**src/rtl/phy_ctrl_pkg.sv**
```systemverilog
`timescale 1ns/1ps
package phy_ctrl_pkg;
  localparam int NUM_FLAGS = 5;
  // flag slots: index k sits at region offsets 2k+4 (clear) and 2k+5 (set)
  typedef enum logic [2:0] {
    FL_CMDA   = 3'd0,
    FL_MEMRST = 3'd1,
    FL_CKE    = 3'd2,
    FL_ZQRST  = 3'd3,
    FL_DLYRST = 3'd4
  } flag_idx_e;

  function automatic logic region_hit(input logic [15:0] addr,
                                      input logic [15:0] base,
                                      input logic [15:0] mask);
    return ((addr ^ base) & mask) == 16'h0;
  endfunction
endpackage

```
**src/rtl/ctrl_rst_sync.sv**
```systemverilog
`timescale 1ns/1ps
module ctrl_rst_sync (
  input  logic clk,
  input  logic rst_n,
  output logic rst_n_sync
);
  logic stage_q;

  always_ff @(posedge clk or negedge rst_n) begin
    if (!rst_n) begin
      stage_q    <= 1'b0;
      rst_n_sync <= 1'b0;
    end else begin
      stage_q    <= 1'b1;
      rst_n_sync <= stage_q;
    end
  end
endmodule

```
**src/rtl/ctrl_addr_match.sv**
```systemverilog
`timescale 1ns/1ps
module ctrl_addr_match #(
  parameter int          ADDR_W = 10,
  parameter logic [15:0] BASE   = 16'h000,
  parameter logic [15:0] MASK   = 16'h3f0
) (
  input  logic              en,
  input  logic [ADDR_W-1:0] addr,
  output logic              hit
);
  import phy_ctrl_pkg::*;
  assign hit = en && region_hit(16'(addr), BASE, MASK);
endmodule

```
**src/rtl/ctrl_flag_bank.sv**
```systemverilog
`timescale 1ns/1ps
module ctrl_flag_bank #(
  parameter int             NUM     = 5,
  parameter logic [NUM-1:0] RST_VAL = '0
) (
  input  logic           clk,
  input  logic           rst_n,
  input  logic           sel,
  input  logic [3:0]     offs,
  output logic [NUM-1:0] flags,
  output logic           preset_pulse
);
  localparam int FIRST_PAIR = 2;

  logic preset_nxt;
  assign preset_nxt = sel && (offs == 4'h0);

  always_ff @(posedge clk or negedge rst_n) begin
    if (!rst_n) preset_pulse <= 1'b0;
    else        preset_pulse <= preset_nxt;
  end

  for (genvar k = 0; k < NUM; k++) begin : g_flag
    logic flag_q, flag_nxt, flag_we;
    assign flag_we = sel && (offs[3:1] == 3'(k + FIRST_PAIR));

    always_comb begin
      flag_nxt = flag_q;
      if (flag_we) flag_nxt = offs[0];
    end

    always_ff @(posedge clk or negedge rst_n) begin
      if (!rst_n) flag_q <= RST_VAL[k];
      else        flag_q <= flag_nxt;
    end

    assign flags[k] = flag_q;
  end
endmodule

```
**src/rtl/ctrl_data_regs.sv**
```systemverilog
`timescale 1ns/1ps
module ctrl_data_regs #(
  parameter int          DATA_W      = 16,
  parameter logic [15:0] PATTERN_RST = 16'h0055
) (
  input  logic              clk,
  input  logic              rst_n,
  input  logic              sel,
  input  logic [2:0]        offs,
  input  logic [DATA_W-1:0] wdata,
  output logic [15:0]       dq_pattern,
  output logic [15:0]       tri_pattern,
  output logic [3:0]        rbuf_extra_dly,
  output logic              clk_div_inv,
  output logic [7:0]        stat_ctrl,
  output logic              stat_ctrl_stb
);
  logic        we_pat, we_tri, we_dly, we_inv, we_stat;
  logic [15:0] pat_nxt, tri_nxt;
  logic [3:0]  dly_nxt;
  logic        inv_nxt;
  logic [7:0]  stat_nxt;

  always_comb begin
    we_pat  = sel && (offs == 3'd0);
    we_tri  = sel && (offs == 3'd1);
    we_dly  = sel && (offs == 3'd2);
    we_inv  = sel && (offs == 3'd3);
    we_stat = sel && (offs == 3'd4);
    pat_nxt  = we_pat  ? wdata[15:0] : dq_pattern;
    tri_nxt  = we_tri  ? wdata[15:0] : tri_pattern;
    dly_nxt  = we_dly  ? wdata[3:0]  : rbuf_extra_dly;
    inv_nxt  = we_inv  ? wdata[0]    : clk_div_inv;
    stat_nxt = we_stat ? wdata[7:0]  : stat_ctrl;
  end

  always_ff @(posedge clk or negedge rst_n) begin
    if (!rst_n) begin
      dq_pattern     <= PATTERN_RST;
      tri_pattern    <= '0;
      rbuf_extra_dly <= '0;
      clk_div_inv    <= 1'b0;
      stat_ctrl      <= '0;
      stat_ctrl_stb  <= 1'b0;
    end else begin
      dq_pattern     <= pat_nxt;
      tri_pattern    <= tri_nxt;
      rbuf_extra_dly <= dly_nxt;
      clk_div_inv    <= inv_nxt;
      stat_ctrl      <= stat_nxt;
      stat_ctrl_stb  <= we_stat;
    end
  end
endmodule

```
**src/rtl/phy_ctrl_decoder.sv**
```systemverilog
`timescale 1ns/1ps
module phy_ctrl_decoder #(
  parameter int          ADDR_W    = 10,
  parameter int          DATA_W    = 16,
  parameter int          CHAN_W    = 4,
  parameter logic [15:0] RUN_BASE  = 16'h000,
  parameter logic [15:0] RUN_MASK  = 16'h3f0,
  parameter logic [15:0] FLAG_BASE = 16'h020,
  parameter logic [15:0] FLAG_MASK = 16'h3f0,
  parameter logic [15:0] DATA_BASE = 16'h050,
  parameter logic [15:0] DATA_MASK = 16'h3f8
) (
  input  logic              clk,
  input  logic              rst_n,
  input  logic              wr_en,
  input  logic [ADDR_W-1:0] wr_addr,
  input  logic [DATA_W-1:0] wr_data,
  output logic              run_pulse,
  output logic [CHAN_W-1:0] run_chan,
  output logic              dly_preset_pulse,
  output logic              cmda_en,
  output logic              mem_rst_n,
  output logic              cke_en,
  output logic              zq_cal_rst,
  output logic              dly_cal_rst,
  output logic [15:0]       dq_pattern,
  output logic [15:0]       tri_pattern,
  output logic [3:0]        rbuf_extra_dly,
  output logic              clk_div_inv,
  output logic [7:0]        stat_ctrl,
  output logic              stat_ctrl_stb
);
  import phy_ctrl_pkg::*;

  localparam logic [NUM_FLAGS-1:0] FLAG_RST = NUM_FLAGS'(1) << FL_MEMRST;

  logic rst_n_sync;
  logic run_hit, flag_hit, data_hit;
  logic flag_sel, data_sel;
  logic [NUM_FLAGS-1:0] flags;
  logic run_nxt;
  logic [CHAN_W-1:0] chan_nxt;

  ctrl_rst_sync u_rst (.clk(clk), .rst_n(rst_n), .rst_n_sync(rst_n_sync));

  ctrl_addr_match #(.ADDR_W(ADDR_W), .BASE(RUN_BASE), .MASK(RUN_MASK))
    u_run_match (.en(wr_en), .addr(wr_addr), .hit(run_hit));
  ctrl_addr_match #(.ADDR_W(ADDR_W), .BASE(FLAG_BASE), .MASK(FLAG_MASK))
    u_flag_match (.en(wr_en), .addr(wr_addr), .hit(flag_hit));
  ctrl_addr_match #(.ADDR_W(ADDR_W), .BASE(DATA_BASE), .MASK(DATA_MASK))
    u_data_match (.en(wr_en), .addr(wr_addr), .hit(data_hit));

  // priority: run, then flags, then data registers
  assign flag_sel = flag_hit && !run_hit;
  assign data_sel = data_hit && !run_hit && !flag_hit;

  always_comb begin
    run_nxt  = run_hit;
    chan_nxt = run_hit ? wr_addr[CHAN_W-1:0] : run_chan;
  end

  always_ff @(posedge clk or negedge rst_n_sync) begin
    if (!rst_n_sync) begin
      run_pulse <= 1'b0;
      run_chan  <= '0;
    end else begin
      run_pulse <= run_nxt;
      run_chan  <= chan_nxt;
    end
  end

  ctrl_flag_bank #(.NUM(NUM_FLAGS), .RST_VAL(FLAG_RST)) u_flags (
    .clk(clk), .rst_n(rst_n_sync), .sel(flag_sel), .offs(wr_addr[3:0]),
    .flags(flags), .preset_pulse(dly_preset_pulse)
  );

  assign cmda_en     = flags[FL_CMDA];
  assign mem_rst_n   = ~flags[FL_MEMRST];
  assign cke_en      = flags[FL_CKE];
  assign zq_cal_rst  = flags[FL_ZQRST];
  assign dly_cal_rst = flags[FL_DLYRST];

  ctrl_data_regs #(.DATA_W(DATA_W)) u_regs (
    .clk(clk), .rst_n(rst_n_sync), .sel(data_sel), .offs(wr_addr[2:0]),
    .wdata(wr_data), .dq_pattern(dq_pattern), .tri_pattern(tri_pattern),
    .rbuf_extra_dly(rbuf_extra_dly), .clk_div_inv(clk_div_inv),
    .stat_ctrl(stat_ctrl), .stat_ctrl_stb(stat_ctrl_stb)
  );
endmodule

```
**config.mk**
```make
export PLATFORM = sky130hd
export DESIGN_NAME = phy_ctrl_decoder
export DESIGN_NICKNAME = d
export VERILOG_FILES = /design/src/rtl/phy_ctrl_pkg.sv /design/src/rtl/ctrl_rst_sync.sv /design/src/rtl/ctrl_addr_match.sv /design/src/rtl/ctrl_flag_bank.sv /design/src/rtl/ctrl_data_regs.sv /design/src/rtl/phy_ctrl_decoder.sv
export SDC_FILE = /design/constraint.sdc
export NUM_CORES = 1
export LEC_CHECK = 0
export BUFFER_PORTS_ARGS = -buffer_cell sky130_fd_sc_hd__buf_2
export CAP_MARGIN = 20
export CELL_PAD_IN_SITES_DETAIL_PLACEMENT = 1
export CELL_PAD_IN_SITES_GLOBAL_PLACEMENT = 1
export CORE_MARGIN = 1.5
export CORE_UTILIZATION = 36
export CTS_CLUSTER_SIZE = 16
export DETAILED_ROUTE_END_ITERATION = 8
export HOLD_SLACK_MARGIN = 0.12
export PLACE_DENSITY_LB_ADDON = 0.12
export SLEW_MARGIN = 15
export SYNTH_ARGS = -nofsm -noshare
export SYNTH_HDL_FRONTEND = slang
export SYNTH_SLANG_ARGS = --single-unit
```
**constraint.sdc**
```tcl
create_clock -name clk -period 1.9 [get_ports clk]
set_input_delay 0.095 -clock clk [delete_from_list [all_inputs] [get_ports clk]]
set_output_delay 0.095 -clock clk [all_outputs]
set_load 0.005 [all_outputs]
```
==> metrics.md <==
| Metric | Value |
|---|---|
| Status | `finished, final reports clean` |
| Max-Cap Viols | `0` |
| Row count | `29` |
| Vias in the first global route | `1859` |
| Rel. slew slack | `0.580` |
| Synth cell types | `23` |
| Max layer used | `met4` |
| R2R Setup Slk | `0.95 ns` |
| Least-Margin Pin Slew | `0.630 ns` |
| Final period utilization | `0.943` |
| Area grow syn2layout | `39.2%` |
| Hold Vio Cnt, Final | `0` |
| Tightest Hold Check Type | `in -> reg` |
| H-tree levels | `3` |
| Die area | `7150 um^2` |
| Crit path DAT | `2.00 ns` |
| Worst Skew | `0.00718 ns` |
| # port buffers | `85` |
| Die width | `84.5 um` |
| Post-layout util | `0.522` |
| Antenna violations before repair | `0` |
| CTS root buf | `clkbuf_8` |
| DRT Pass-1 Iters | `4` |
| # setup viols final | `0` |
| Leak pwr | `1.87 nW` |
| Sequential share of the synthesized area | `0.619` |
| Hold WS | `0.188 ns` |
| CP max FO | `10` |
| Metal-1 WL | `2280 um` |
| Die Y | `84.5 um` |
| Global-route wire length before repair | `9390 um` |
| Setup tns final | `0 ns` |
| Reg2reg start | `u_rst.rst_n_sync` |
| Hold path endpoint | `run_pulse` |
| Fmax | `558 MHz` |
| Pin count of the biggest net entering global routing | `31` |
| TritonCTS clock tree | `done` |
| Maximum vdd drop | `0.435 mV` |
| RSZ-0062 raised after global routing | `no` |
| FF-to-FF End | `u_regs.dq_pattern[6]` |
| Setup CP Type | `in -> reg` |
| Layout Cell Area excl Fill | `3330 um^2` |
| Total grt overflow | `0` |
| Clock buffer count from CTS | `9` |
| Post-CTS setup buffers | `0` |
| Hold depth | `4` |
| GRT Total Usage | `0.170` |
| Worst EP required | `2.11 ns` |
| Crit. End Element | `flop` |
| Post-DP Area | `2910 um^2` |
| ANT cells | `0` |
| Final Critical Period | `1.79 ns` |
| Layout cells sized above 1 | `0.648` |
| I/O pin cnt | `86` |
| Synth Register Bits | `59` |
| Syn Inst Count | `142` |
| CTS sink count | `59` |
| DR vias | `1644` |
| Cells on worst reg2reg path | `1` |
| DR vias/cell | `4.82` |
| DRC | `0` |
| Worst skew pair latency | `0.33 ns` |
| CTS clk-pin slew, worst paths | `0.07 ns` |
| Syn avg cell area | `16.9 um^2` |
| DP Wirelength | `4100 um` |
| Maximum clock insertion buffer count | `2` |
| Routability cong. | `0.746` |
| DRT antenna net count | `0` |
| Iteration-0 DRC Markers | `52` |
| Nets | `288` |
| YS warnings | `0` |
| Hold wc startpoint | `wr_addr[5]` |
| PwrDens | `810 nW/um^2` |
| Routed WL | `5690 um` |
| Synth Cell Area | `2390 um^2` |
| Core area | `6390 um^2` |
| Initial Utilization | `0.375` |
| Max-slew violations | `0` |
| Net Count, Synth | `171` |
| Met2 wire len | `3050 um` |
| Worst setup SP type | `input port` |
| Wire length on met3 | `284 um` |
| WL per Instance | `16.7 um` |
-- routing by layer --
metal  vias up  GRT usage
met1       838      0.190
met3         9     0.0492
li1        745          -
met2        52      0.306
met4         0     0.0660
met5         -          0
-- cell type report --
type,count,area [um^2]
Multi-Input combinational cell,75,842
Inverter,3,11.3
Sequential cell,59,1480
Clock inverter,4,47.5
Tap cell,77,96.3
Fill cell,683,3050
Timing Repair Buffer,111,686
Clock buffer,12,165
-- registers in the layout, summed over array words and instances, names as in the netlist --
signal	count
u_regs.stat_ctrl_stb	1
u_regs.clk_div_inv	1
u_flags.g_flag.flag_q	5
u_rst.stage_q	1
run_chan	4
u_regs.dq_pattern	16
u_rst.rst_n_sync	1
run_pulse	1
u_regs.rbuf_extra_dly	4
u_flags.preset_pulse	1
u_regs.stat_ctrl	8
u_regs.tri_pattern	16
-- worst max-delay path by stage --
stage	from	endpoint	slack [ns]	cells past startpoint
global placement	wr_addr[3]	u_regs.dq_pattern[11]	0.33	5
finish	wr_addr[3]	u_regs.dq_pattern[13]	0.11	6
detailed placement	wr_addr[8]	u_regs.tri_pattern[1]	0.27	5
CTS	wr_addr[3]	u_regs.dq_pattern[13]	0.11	6
floorplan	u_rst.rst_n_sync	run_chan[0]	0.14	0
global route	wr_addr[3]	u_regs.dq_pattern[13]	0.09	6
-- through the flow --
step | cells | worst slack, ns | power [W]
6_report | 341 | 0.108 | 0.00270
5_1_grt | 341 | 0.0887 | 0.00281
4_1_cts | 341 | 0.112 | 0.00273
3_5_place_dp | 304 | 0.270 | 0.00149
3_3_place_gp | 304 | 0.332 | 0.00148
2_1_floorplan | 142 | 0.144 | 0.00139
-- worst max-delay path: stages --
cell	delay, ns
dlygate4sd3_1	0.55
buf_2	0.14
and4bb_4	0.39
and4b_1	0.24
buf_4	0.25
mux2_4	0.33
-- Yosys cell counts, drive strengths merged --
cell type | instances | area [um^2]
and4bb | 1 | 16.3
mux2 | 54 | 646
nand4b | 1 | 23.8
nand2 | 1 | 3.75
nor3 | 1 | 5.00
nand4 | 3 | 33.8
nor4bb | 1 | 10.0
inv | 3 | 11.3
nor4b | 2 | 32.5
buf | 4 | 53.8
conb | 1 | 3.75
clkbuf | 1 | 3.75
nand3 | 4 | 20.0
and4b | 3 | 31.3
nor2 | 1 | 3.75
dfrtp | 54 | 1350
dfstp | 5 | 131
nor2b | 2 | 12.5
-- report_power, final --
| part | internal [W] | switching [W] | leakage, nW |
|---|---|---|---|
| Combinational | 0.000105 | 0.0000788 | 0.962 |
| Clock | 0.000709 | 0.000492 | 0.108 |
| Sequential | 0.00129 | 0.0000264 | 0.796 |
| Total | 0.00210 | 0.000597 | 1.87 |
-- cell families after synthesis --
group | after synthesis | synth area share
flops | 59 | 0.619
other cells | 1 | 0.00157
mux | 54 | 0.270
simple gates | 20 | 0.0805
buf+inv | 8 | 0.0287
-- cell usage in the layout (no fill, tap or decap), types with 2 or more instances in the layout --
cell type / n
dfstp_2: 5
buf_2: 85
clkinv_2: 2
mux2_2: 44
clkbuf_8: 12
nor2b_1: 2
buf_4: 4
mux2_4: 10
dfrtp_1: 53
inv_1: 3
and4b_1: 2
nand3_1: 4
dlygate4sd3_1: 21
nand4_1: 2
-- repair_timing --
action / in CTS / in global routing
hold endpoints to repair: 50 / 0
resized for setup: 0 / 0
hold buffers: 21 / 0
(Power assumes the default switching activity.)
